<file path="src/rtl/pwr_mode_pkg.sv">
package pwr_mode_pkg;
  typedef enum logic [1:0] {
    MODE_RUN  = 2'd0,
    MODE_HALT = 2'd1,
    MODE_STOP = 2'd2,
    MODE_WAKE = 2'd3
  } pwrMode_t;

  typedef struct packed {
    logic cntClr;
    logic cntInc;
    logic recSet;
  } dpStrobe_t;

  localparam int REG_W = 8;
  localparam logic [REG_W-1:0] REG_RESET = 8'h80;
  localparam logic [REG_W-1:0] REG_WMASK = 8'h9B;
  localparam int BIT_OPAMP = 7;
  localparam int BIT_SUPMON = 4;
  localparam int BIT_TEMP = 3;
  localparam int BIT_CMP0 = 1;
  localparam int BIT_CMP1 = 0;
endpackage

</file>
<file path="src/rtl/pwr_datapath.sv">
module pwr_datapath
  import pwr_mode_pkg::*;
#(
  parameter int NPINS  = 8,
  parameter int SETTLE = 16
) (
  input  logic             clk,
  input  logic             rstN,
  input  dpStrobe_t        strobe,
  input  logic             regWe,
  input  logic [REG_W-1:0] regWdata,
  input  logic [NPINS-1:0] pinIn,
  input  logic [NPINS-1:0] pinRecEn,
  output logic [REG_W-1:0] pwrReg,
  output logic             pinWake,
  output logic             cntDone,
  output logic             recoverPulse
);
  localparam int CW = $clog2(SETTLE + 1);
  localparam logic [CW-1:0] CNT_LAST = CW'(SETTLE - 1);

  logic [NPINS-1:0] pinPrev;
  logic [CW-1:0]    settleCnt;

  // power register: reserved positions never take a 1
  always_ff @(posedge clk or negedge rstN) begin
    if (!rstN) pwrReg <= REG_RESET;
    else if (regWe) pwrReg <= regWdata & REG_WMASK;
  end

  // recovery pin change detection
  always_ff @(posedge clk or negedge rstN) begin
    if (!rstN) pinPrev <= '0;
    else pinPrev <= pinIn;
  end

  logic [NPINS-1:0] pinHit;
  genvar gi;
  generate
    for (gi = 0; gi < NPINS; gi++) begin : g_pin
      assign pinHit[gi] = pinRecEn[gi] & (pinIn[gi] ^ pinPrev[gi]);
    end
  endgenerate
  assign pinWake = |pinHit;

  // oscillator settle counter
  always_ff @(posedge clk or negedge rstN) begin
    if (!rstN) settleCnt <= '0;
    else if (strobe.cntClr) settleCnt <= '0;
    else if (strobe.cntInc) settleCnt <= settleCnt + 1'b1;
  end
  assign cntDone = (settleCnt == CNT_LAST);

  always_ff @(posedge clk or negedge rstN) begin
    if (!rstN) recoverPulse <= 1'b0;
    else recoverPulse <= strobe.recSet;
  end
endmodule

</file>
<file path="src/rtl/pwr_control.sv">
module pwr_control
  import pwr_mode_pkg::*;
(
  input  logic             clk,
  input  logic             rstN,
  input  logic             haltReq,
  input  logic             stopReq,
  input  logic             tmrIrq,
  input  logic             intIrq,
  input  logic             wdtTimeout,
  input  logic             tmrStopIrq,
  input  logic             cmpStopIrq,
  input  logic             pinWake,
  input  logic             cntDone,
  input  logic [REG_W-1:0] pwrReg,
  input  logic             vboAlwaysOn,
  input  logic             wdtStopEn,
  input  logic             secOscStopEn,
  input  logic             tmrStopEn,
  output pwrMode_t         mode,
  output dpStrobe_t        strobe,
  output logic             cpuClkEn,
  output logic             sysClkEn,
  output logic             priOscEn,
  output logic             ipoEn,
  output logic             wdtOscEn,
  output logic             secOscEn,
  output logic             tmrClkEn,
  output logic             opampPwrEn,
  output logic             lvdPwrEn,
  output logic             vboPwrEn,
  output logic             tempPwrEn,
  output logic             cmp0PwrEn,
  output logic             cmp1PwrEn
);
  pwrMode_t modeNext;
  logic haltWake, stopWake, deep;

  assign haltWake = tmrIrq | intIrq | wdtTimeout;
  assign stopWake = wdtTimeout | pinWake | tmrStopIrq | cmpStopIrq;

  always_comb begin
    modeNext = mode;
    strobe   = '0;
    unique case (mode)
      MODE_RUN: begin
        if (stopReq) begin
          if (!stopWake) modeNext = MODE_STOP;
        end else if (haltReq && !haltWake) begin
          modeNext = MODE_HALT;
        end
      end
      MODE_HALT: if (haltWake) modeNext = MODE_RUN;
      MODE_STOP: begin
        if (stopWake) begin
          modeNext      = MODE_WAKE;
          strobe.cntClr = 1'b1;
        end
      end
      MODE_WAKE: begin
        strobe.cntInc = 1'b1;
        if (cntDone) begin
          modeNext      = MODE_RUN;
          strobe.recSet = 1'b1;
        end
      end
      default: modeNext = MODE_RUN;
    endcase
  end

  always_ff @(posedge clk or negedge rstN) begin
    if (!rstN) mode <= MODE_RUN;
    else mode <= modeNext;
  end

  // clock and oscillator gating per mode
  assign deep     = (mode == MODE_STOP) || (mode == MODE_WAKE);
  assign cpuClkEn = (mode == MODE_RUN);
  assign sysClkEn = !deep;
  assign priOscEn = (mode != MODE_STOP);
  assign ipoEn    = (mode != MODE_STOP);
  assign wdtOscEn = deep ? wdtStopEn : 1'b1;
  assign secOscEn = deep ? secOscStopEn : 1'b1;
  assign tmrClkEn = deep ? (tmrStopEn & secOscStopEn) : 1'b1;

  // analog helper power, active-low register bits
  assign opampPwrEn = !pwrReg[BIT_OPAMP];
  assign lvdPwrEn   = !pwrReg[BIT_SUPMON];
  assign vboPwrEn   = !pwrReg[BIT_SUPMON] && (!deep || vboAlwaysOn);
  assign tempPwrEn  = !pwrReg[BIT_TEMP] && !deep;
  assign cmp0PwrEn  = !pwrReg[BIT_CMP0];
  assign cmp1PwrEn  = !pwrReg[BIT_CMP1];
endmodule

</file>
<file path="src/rtl/pwr_mode_ctrl.sv">
module pwr_mode_ctrl
  import pwr_mode_pkg::*;
#(
  parameter int NPINS  = 8,
  parameter int SETTLE = 16
) (
  input  logic             clk,
  input  logic             rstN,
  input  logic             haltReq,
  input  logic             stopReq,
  input  logic             tmrIrq,
  input  logic             intIrq,
  input  logic             wdtTimeout,
  input  logic             tmrStopIrq,
  input  logic             cmpStopIrq,
  input  logic [NPINS-1:0] pinIn,
  input  logic [NPINS-1:0] pinRecEn,
  input  logic             vboAlwaysOn,
  input  logic             wdtStopEn,
  input  logic             secOscStopEn,
  input  logic             tmrStopEn,
  input  logic             regWe,
  input  logic [7:0]       regWdata,
  output logic [7:0]       regRdata,
  output logic [1:0]       modeOut,
  output logic             cpuClkEn,
  output logic             sysClkEn,
  output logic             priOscEn,
  output logic             ipoEn,
  output logic             wdtOscEn,
  output logic             secOscEn,
  output logic             tmrClkEn,
  output logic             opampPwrEn,
  output logic             lvdPwrEn,
  output logic             vboPwrEn,
  output logic             tempPwrEn,
  output logic             cmp0PwrEn,
  output logic             cmp1PwrEn,
  output logic             recoverPulse
);
  dpStrobe_t strobe;
  pwrMode_t  mode;
  logic [REG_W-1:0] pwrReg;
  logic pinWake, cntDone;

  pwr_datapath #(.NPINS(NPINS), .SETTLE(SETTLE)) u_dp (
    .clk(clk), .rstN(rstN), .strobe(strobe), .regWe(regWe), .regWdata(regWdata),
    .pinIn(pinIn), .pinRecEn(pinRecEn), .pwrReg(pwrReg), .pinWake(pinWake),
    .cntDone(cntDone), .recoverPulse(recoverPulse)
  );

  pwr_control u_ctl (
    .clk(clk), .rstN(rstN), .haltReq(haltReq), .stopReq(stopReq), .tmrIrq(tmrIrq),
    .intIrq(intIrq), .wdtTimeout(wdtTimeout), .tmrStopIrq(tmrStopIrq),
    .cmpStopIrq(cmpStopIrq), .pinWake(pinWake), .cntDone(cntDone), .pwrReg(pwrReg),
    .vboAlwaysOn(vboAlwaysOn), .wdtStopEn(wdtStopEn), .secOscStopEn(secOscStopEn),
    .tmrStopEn(tmrStopEn), .mode(mode), .strobe(strobe), .cpuClkEn(cpuClkEn),
    .sysClkEn(sysClkEn), .priOscEn(priOscEn), .ipoEn(ipoEn), .wdtOscEn(wdtOscEn),
    .secOscEn(secOscEn), .tmrClkEn(tmrClkEn), .opampPwrEn(opampPwrEn),
    .lvdPwrEn(lvdPwrEn), .vboPwrEn(vboPwrEn), .tempPwrEn(tempPwrEn),
    .cmp0PwrEn(cmp0PwrEn), .cmp1PwrEn(cmp1PwrEn)
  );

  assign regRdata = pwrReg;
  assign modeOut  = mode;
endmodule

</file>
<file path="config.mk">
export PLATFORM = sky130hd
export DESIGN_NAME = pwr_mode_ctrl
export DESIGN_NICKNAME = d
export VERILOG_FILES = /design/src/rtl/pwr_mode_pkg.sv /design/src/rtl/pwr_datapath.sv /design/src/rtl/pwr_control.sv /design/src/rtl/pwr_mode_ctrl.sv
export SDC_FILE = /design/constraint.sdc
export NUM_CORES = 1
export LEC_CHECK = 0
export BUFFER_PORTS_ARGS = -buffer_cell sky130_fd_sc_hd__buf_2
export CAP_MARGIN = 10
export CORE_ASPECT_RATIO = 0.75
export CORE_MARGIN = 2
export CORE_UTILIZATION = 42
export DETAILED_ROUTE_END_ITERATION = 10
export PLACE_DENSITY = 0.89
export SLEW_MARGIN = 5
export SYNTH_ARGS = -nofsm -noshare
export SYNTH_HDL_FRONTEND = slang
export SYNTH_HIERARCHICAL = 1
export SYNTH_SLANG_ARGS = --single-unit
</file>
<file path="constraint.sdc">
create_clock -name clk -period 2.3 [get_ports clk]
set_clock_uncertainty 0.1 [all_clocks]
set_input_delay 0.46 -clock clk [delete_from_list [all_inputs] [get_ports clk]]
set_output_delay 0.46 -clock clk [all_outputs]
set_load 0.01 [all_outputs]
</file>
# Yosys cells after proc, flatten, opt, wreduce, memory -nomap -nowiden

Index checks and enable logic that the tools add are counted.

Bitwise gates (word level): 22
Equality and inequality tests: 10
Add/subtract/negate cells: 1
Mux-type cells: 16
Reductions and logical operators: 16

Operators with widths:

| kind                                                 | count |
|---|---|
| 2-to-1 mux 2 bit                                     | 7 |
| 2-to-1 mux 5 bit                                     | 2 |
| AND 1 bit                                            | 9 |
| case mux 2 bit (4 select lines)                      | 1 |
| OR reduction 8 bit                                   | 1 |
| bitwise XOR 1 bit                                    | 8 |
| zero test 1 bit                                      | 7 |
| 2-to-1 mux 1 bit                                     | 6 |
| adder 5 x 1 -> 5 bit (second input constant)         | 1 |
| equality test 5 x 4 -> 1 bit (second input constant) | 1 |
| OR 1 bit                                             | 5 |
| AND reduction 5 bit                                  | 1 |
| equality test 2 bit (second input constant)          | 2 |
| != test 2 x 1 -> 1 bit (second input constant)       | 2 |
| != test 2 bit (second input constant)                | 2 |
| logical AND 1 bit                                    | 3 |
| != test 3 x 2 -> 1 bit (second input constant)       | 1 |
| != test 3 bit (second input constant)                | 1 |
| equality test 2 x 1 -> 1 bit (second input constant) | 1 |
| zero test 2 bit                                      | 1 |
| logical OR 1 bit                                     | 2 |
| nonzero test 2 bit                                   | 1 |

Input port bits: 38
Flip-flop bits (word level): 21
Output and inout bits: 24
Logic and storage cells: 70

# Depth between registers and ports, before layout

Depth in word-level cells: 9
Gate-level depth with buffers: 6
Depth with buffers taken out: 6

# Cells and area by module

Netlist, hierarchy kept.

Modules (own cells, without submodules):

| module       | cells each | area an instance (um^2) | instances |
|---|---|---|---|
| pwr_datapath | 58         | 790.8                   | 1 |
| pwr_control  | 30         | 219.0                   | 1 |

# Least setup slack after synthesis

No wires, ideal clock.

Path type: input to register
Start point: input pinIn[2]
End point: register u_dp.settleCnt[4]
Path buffers: 0
Data required time: 2.106 ns
Library setup time: 0.094 ns
Path slack: 0.636 ns
Arrival: 1.470 ns
Cell stages on the path: 6
Cells stage by stage: xor2_1 a22oi_1 nand4_1 nor4_4 nor2_1 a211oi_1

RTL lines:

| what                 | RTL line            | source |
|---|---|---|
| start, declared      | pwr_mode_ctrl.sv:16 | `input logic [NPINS-1:0] pinIn,` |
| end signal, assigned | pwr_datapath.sv:50  | `else if (strobe.cntInc) settleCnt <= settleCnt + 1'b1;` |
| end, declared        | pwr_datapath.sv:23  | `logic [CW-1:0] settleCnt;` |

==> metrics.txt <==
Clock power frac=0.161; Port Buffers=55; die area=2816 um2; n_diodes=0; clock tree root buffer cell=clkbuf_4; DR pass1 iterations=2; Initial Util=0.4410; vias in the first global route=approximately 790; FP Rows=15; yosys warns=6; wire length per cell=11.06 um; highest-count cells in the layout ignoring fill and taps=buf_2, dfrtp_1, xor2_1, nor2_1; worst vdd ir=between 0.0004 and 0.0005 V; Final Wtd Congestion=0.6629; share of cells above drive strength 1=0.4722; Area growth syn-to-layout=30.73%; post-synthesis sequential area ratio=0.5217; pin count of the biggest net entering global routing=22; Total Nets Final=185; crit path time final=between 1.5 and 2 ns; fin crit share=0.8123; commonest non-fill, non-tap cell in the layout=buf_2; Worst Path Required=approximately 2.4 ns; combinational power share=0.360; core box area=2290 um2; setup slack, reg-to-reg=roughly 0.43 ns; total gr overflow=0; Die Height=46.46 um; GRT Total Usage=0.1566; CTS buffer count=3; drt drc=0; Max Freq=0.5353 GHz; drt via density=4.652; hold slack=0.1789 ns; setup tns final=0 ns; PD cells=just over 800 nW/um2; status=complete, no violations; Worst Path Class, Setup=flop to flop; min-delay src=pinIn[4]; Bufs on Longest Clock Path=2; sequential share of power=0.478; number of antenna violations at the first check in global routing=0; Critical Path Start Type=flop; reg2reg end=u_dp/settleCnt[4]$_DFFE_PN0P_; setup bufs post-CTS=0; FF/Latch Area=526.8 um2; number of I/O pins=62; Mapped Area=1010 um2; Worst Setup SP=u_dp/pinPrev[7]$_DFF_PN0_; Post-DRT Antenna Nets=0; design area=1320 um2; Crit path largest cell delay=0.40 ns; multi-input combinational cell area=415.4 um2; CTS tree=yes; Final Hold Viols=0; max_cap viols=0; vias=about 830; Hold Crit Class=primary input to flop; Avg Synthesized Cell Area=between 10 and 15 um2; Final setup viols=0; Slew Viols, Final=0; P_int=0.6875 mW; Critical Path Fanout Max=5; Initial DRC Count=5; Cells after Synth=88; dpl cell area=~1300 um2; Skew-Pair Late Insertion Delay=0.30 ns; CP endpoint kind=flop; Reg clk slew, reported paths=0.11 ns; r2r startpoint=u_dp/pinPrev[7]$_DFF_PN0_; chip width=60.62 um; Synth top area share=0.4957; CP cell instances=xor2_1 -> a22oi_1 -> nand4_1 -> nor4_4 -> nor2_1 -> a211oi_1; clock sinks=21; largest area contributor in the netlist=dfrtp_1; Slowest cell on crit path=dfrtp_1; switching pwr=0.3903 mW; crit path DAT=just under 2 ns; Yosys reg bits=21; # fillers=217; Leakage=0.7045 nW; global-route wire length before repair=3132 um; dpl hpwl=1608 um; sw frac=0.3621; final WL=~2000 um; RSZ-0062 raised after global routing=no; largest cells by area after synthesis=dfrtp_1, xor2_1, mux2_2; R2R depth=6; Worst Setup EP=u_dp/settleCnt[4]$_DFFE_PN0P_; Netlist cell types=27; H-tree levels=1
-- sequential cells by signal (all words and copies together), names as in the netlist --
register / count
u_ctl/mode: 2
u_dp/pinPrev: 8
u_dp/pwrReg: 5
u_dp/recoverPulse: 1
u_dp/settleCnt: 5
-- worst max-delay path, delay by kind of cell, from the launching register on --
family           cells  cell delay, ns
AO/OA/AOI/OAI        2            0.46
AND/OR/NAND/NOR      3            0.68
flip-flops           1            0.40
XOR/XNOR             1            0.16
-- power groups by stage --
stage / Clock, mW / Combinational [mW] / Sequential (mW)
6_report: 0.174 / 0.388 / 0.516
5_1_grt: 0.202 / 0.445 / 0.530
4_1_cts: 0.187 / 0.397 / 0.518
3_5_place_dp: 0 / 0.390 / 0.525
3_3_place_gp: 0 / 0.371 / 0.516
2_1_floorplan: 0 / 0.297 / 0.508
-- per-layer routing --
layer | up-vias | track usage | wire [um]
met1 | 387 | 0.1623 | 767
li1 | 396 | - | -
met3 | 4 | 0.06180 | 184
met5 | - | 0 | 0
met4 | 0 | 0.06522 | 36
met2 | 41 | 0.2839 | 981
-- how the worst min path moves through the flow --
| stage | endpoint | slack, ns | cells after the start |
|---|---|---|---|
| after global placement | u_ctl/mode[1]$_DFFE_PN0P_ | 0.33 | 1 |
| after floorplan | u_ctl/mode[0]$_DFFE_PN0P_ | 0.06 | 0 |
| after CTS | u_dp/pinPrev[4]$_DFF_PN0_ | 0.16 | 1 |
| after detailed placement | u_ctl/mode[1]$_DFFE_PN0P_ | 0.35 | 1 |
| final | u_dp/pinPrev[4]$_DFF_PN0_ | 0.18 | 1 |
| after global routing | u_dp/pinPrev[4]$_DFF_PN0_ | 0.16 | 1 |
-- cell families (layout without fill, tap and decap cells) --
| logic type | Yosys count | in the layout | synth area share |
|---|---|---|---|
| simple gates | 27 | 27 | 0.1599 |
| flops | 21 | 21 | 0.5217 |
| buf+inv | 12 | 66 | 0.07435 |
| xor+xnor | 11 | 11 | 0.09541 |
| compound gates | 8 | 8 | 0.05453 |
| mux | 6 | 6 | 0.06567 |
| fa+ha+maj | 2 | 2 | 0.02478 |
| other cells | 1 | 3 | 0.003714 |
-- synth_stat cells --
master / count
a211oi_1: 1
a22oi_1: 4
and2_1: 1
and2b_1: 1
and3_1: 1
buf_4: 4
buf_6: 2
conb_1: 1
dfrtp_1: 20
dfstp_2: 1
ha_1: 2
inv_1: 6
mux2_2: 5
mux2i_1: 1
nand2_1: 6
nand2b_1: 3
nand3b_1: 1
nand4_1: 1
nand4_2: 1
nor2_1: 9
nor2b_1: 1
nor4_2: 1
nor4_4: 1
o21a_1: 1
o21ai_1: 2
xnor2_1: 1
xor2_1: 10
-- layout make-up --
type,count,share of cell area
repair buffers,56,0.2161
clock inverters,1,0.003791
clock buffers,3,0.01706
flip-flops and latches,21,0.3991
well taps,34,0.03223
inverters,6,0.01706
multi-input cells,57,0.3147
-- what timing repair did --
item | in CTS | in global routing
hold buffers | 1 | 0
hold endpoints to repair | 17 | 0
gates resized for setup | 0 | 0
-- through the flow --
stage	total power [mW]	util	instances	setup WS [ns]
2_1_floorplan	0.8050	-	90	0.6364
3_3_place_gp	0.8868	0.5601	173	0.3395
3_5_place_dp	0.9156	0.5601	173	0.2746
4_1_cts	1.103	0.5765	178	0.4044
5_1_grt	1.176	0.5765	178	0.2208
6_report	1.078	0.5765	178	0.4318
No activity file was read; power rests on OpenSTA's default activity.
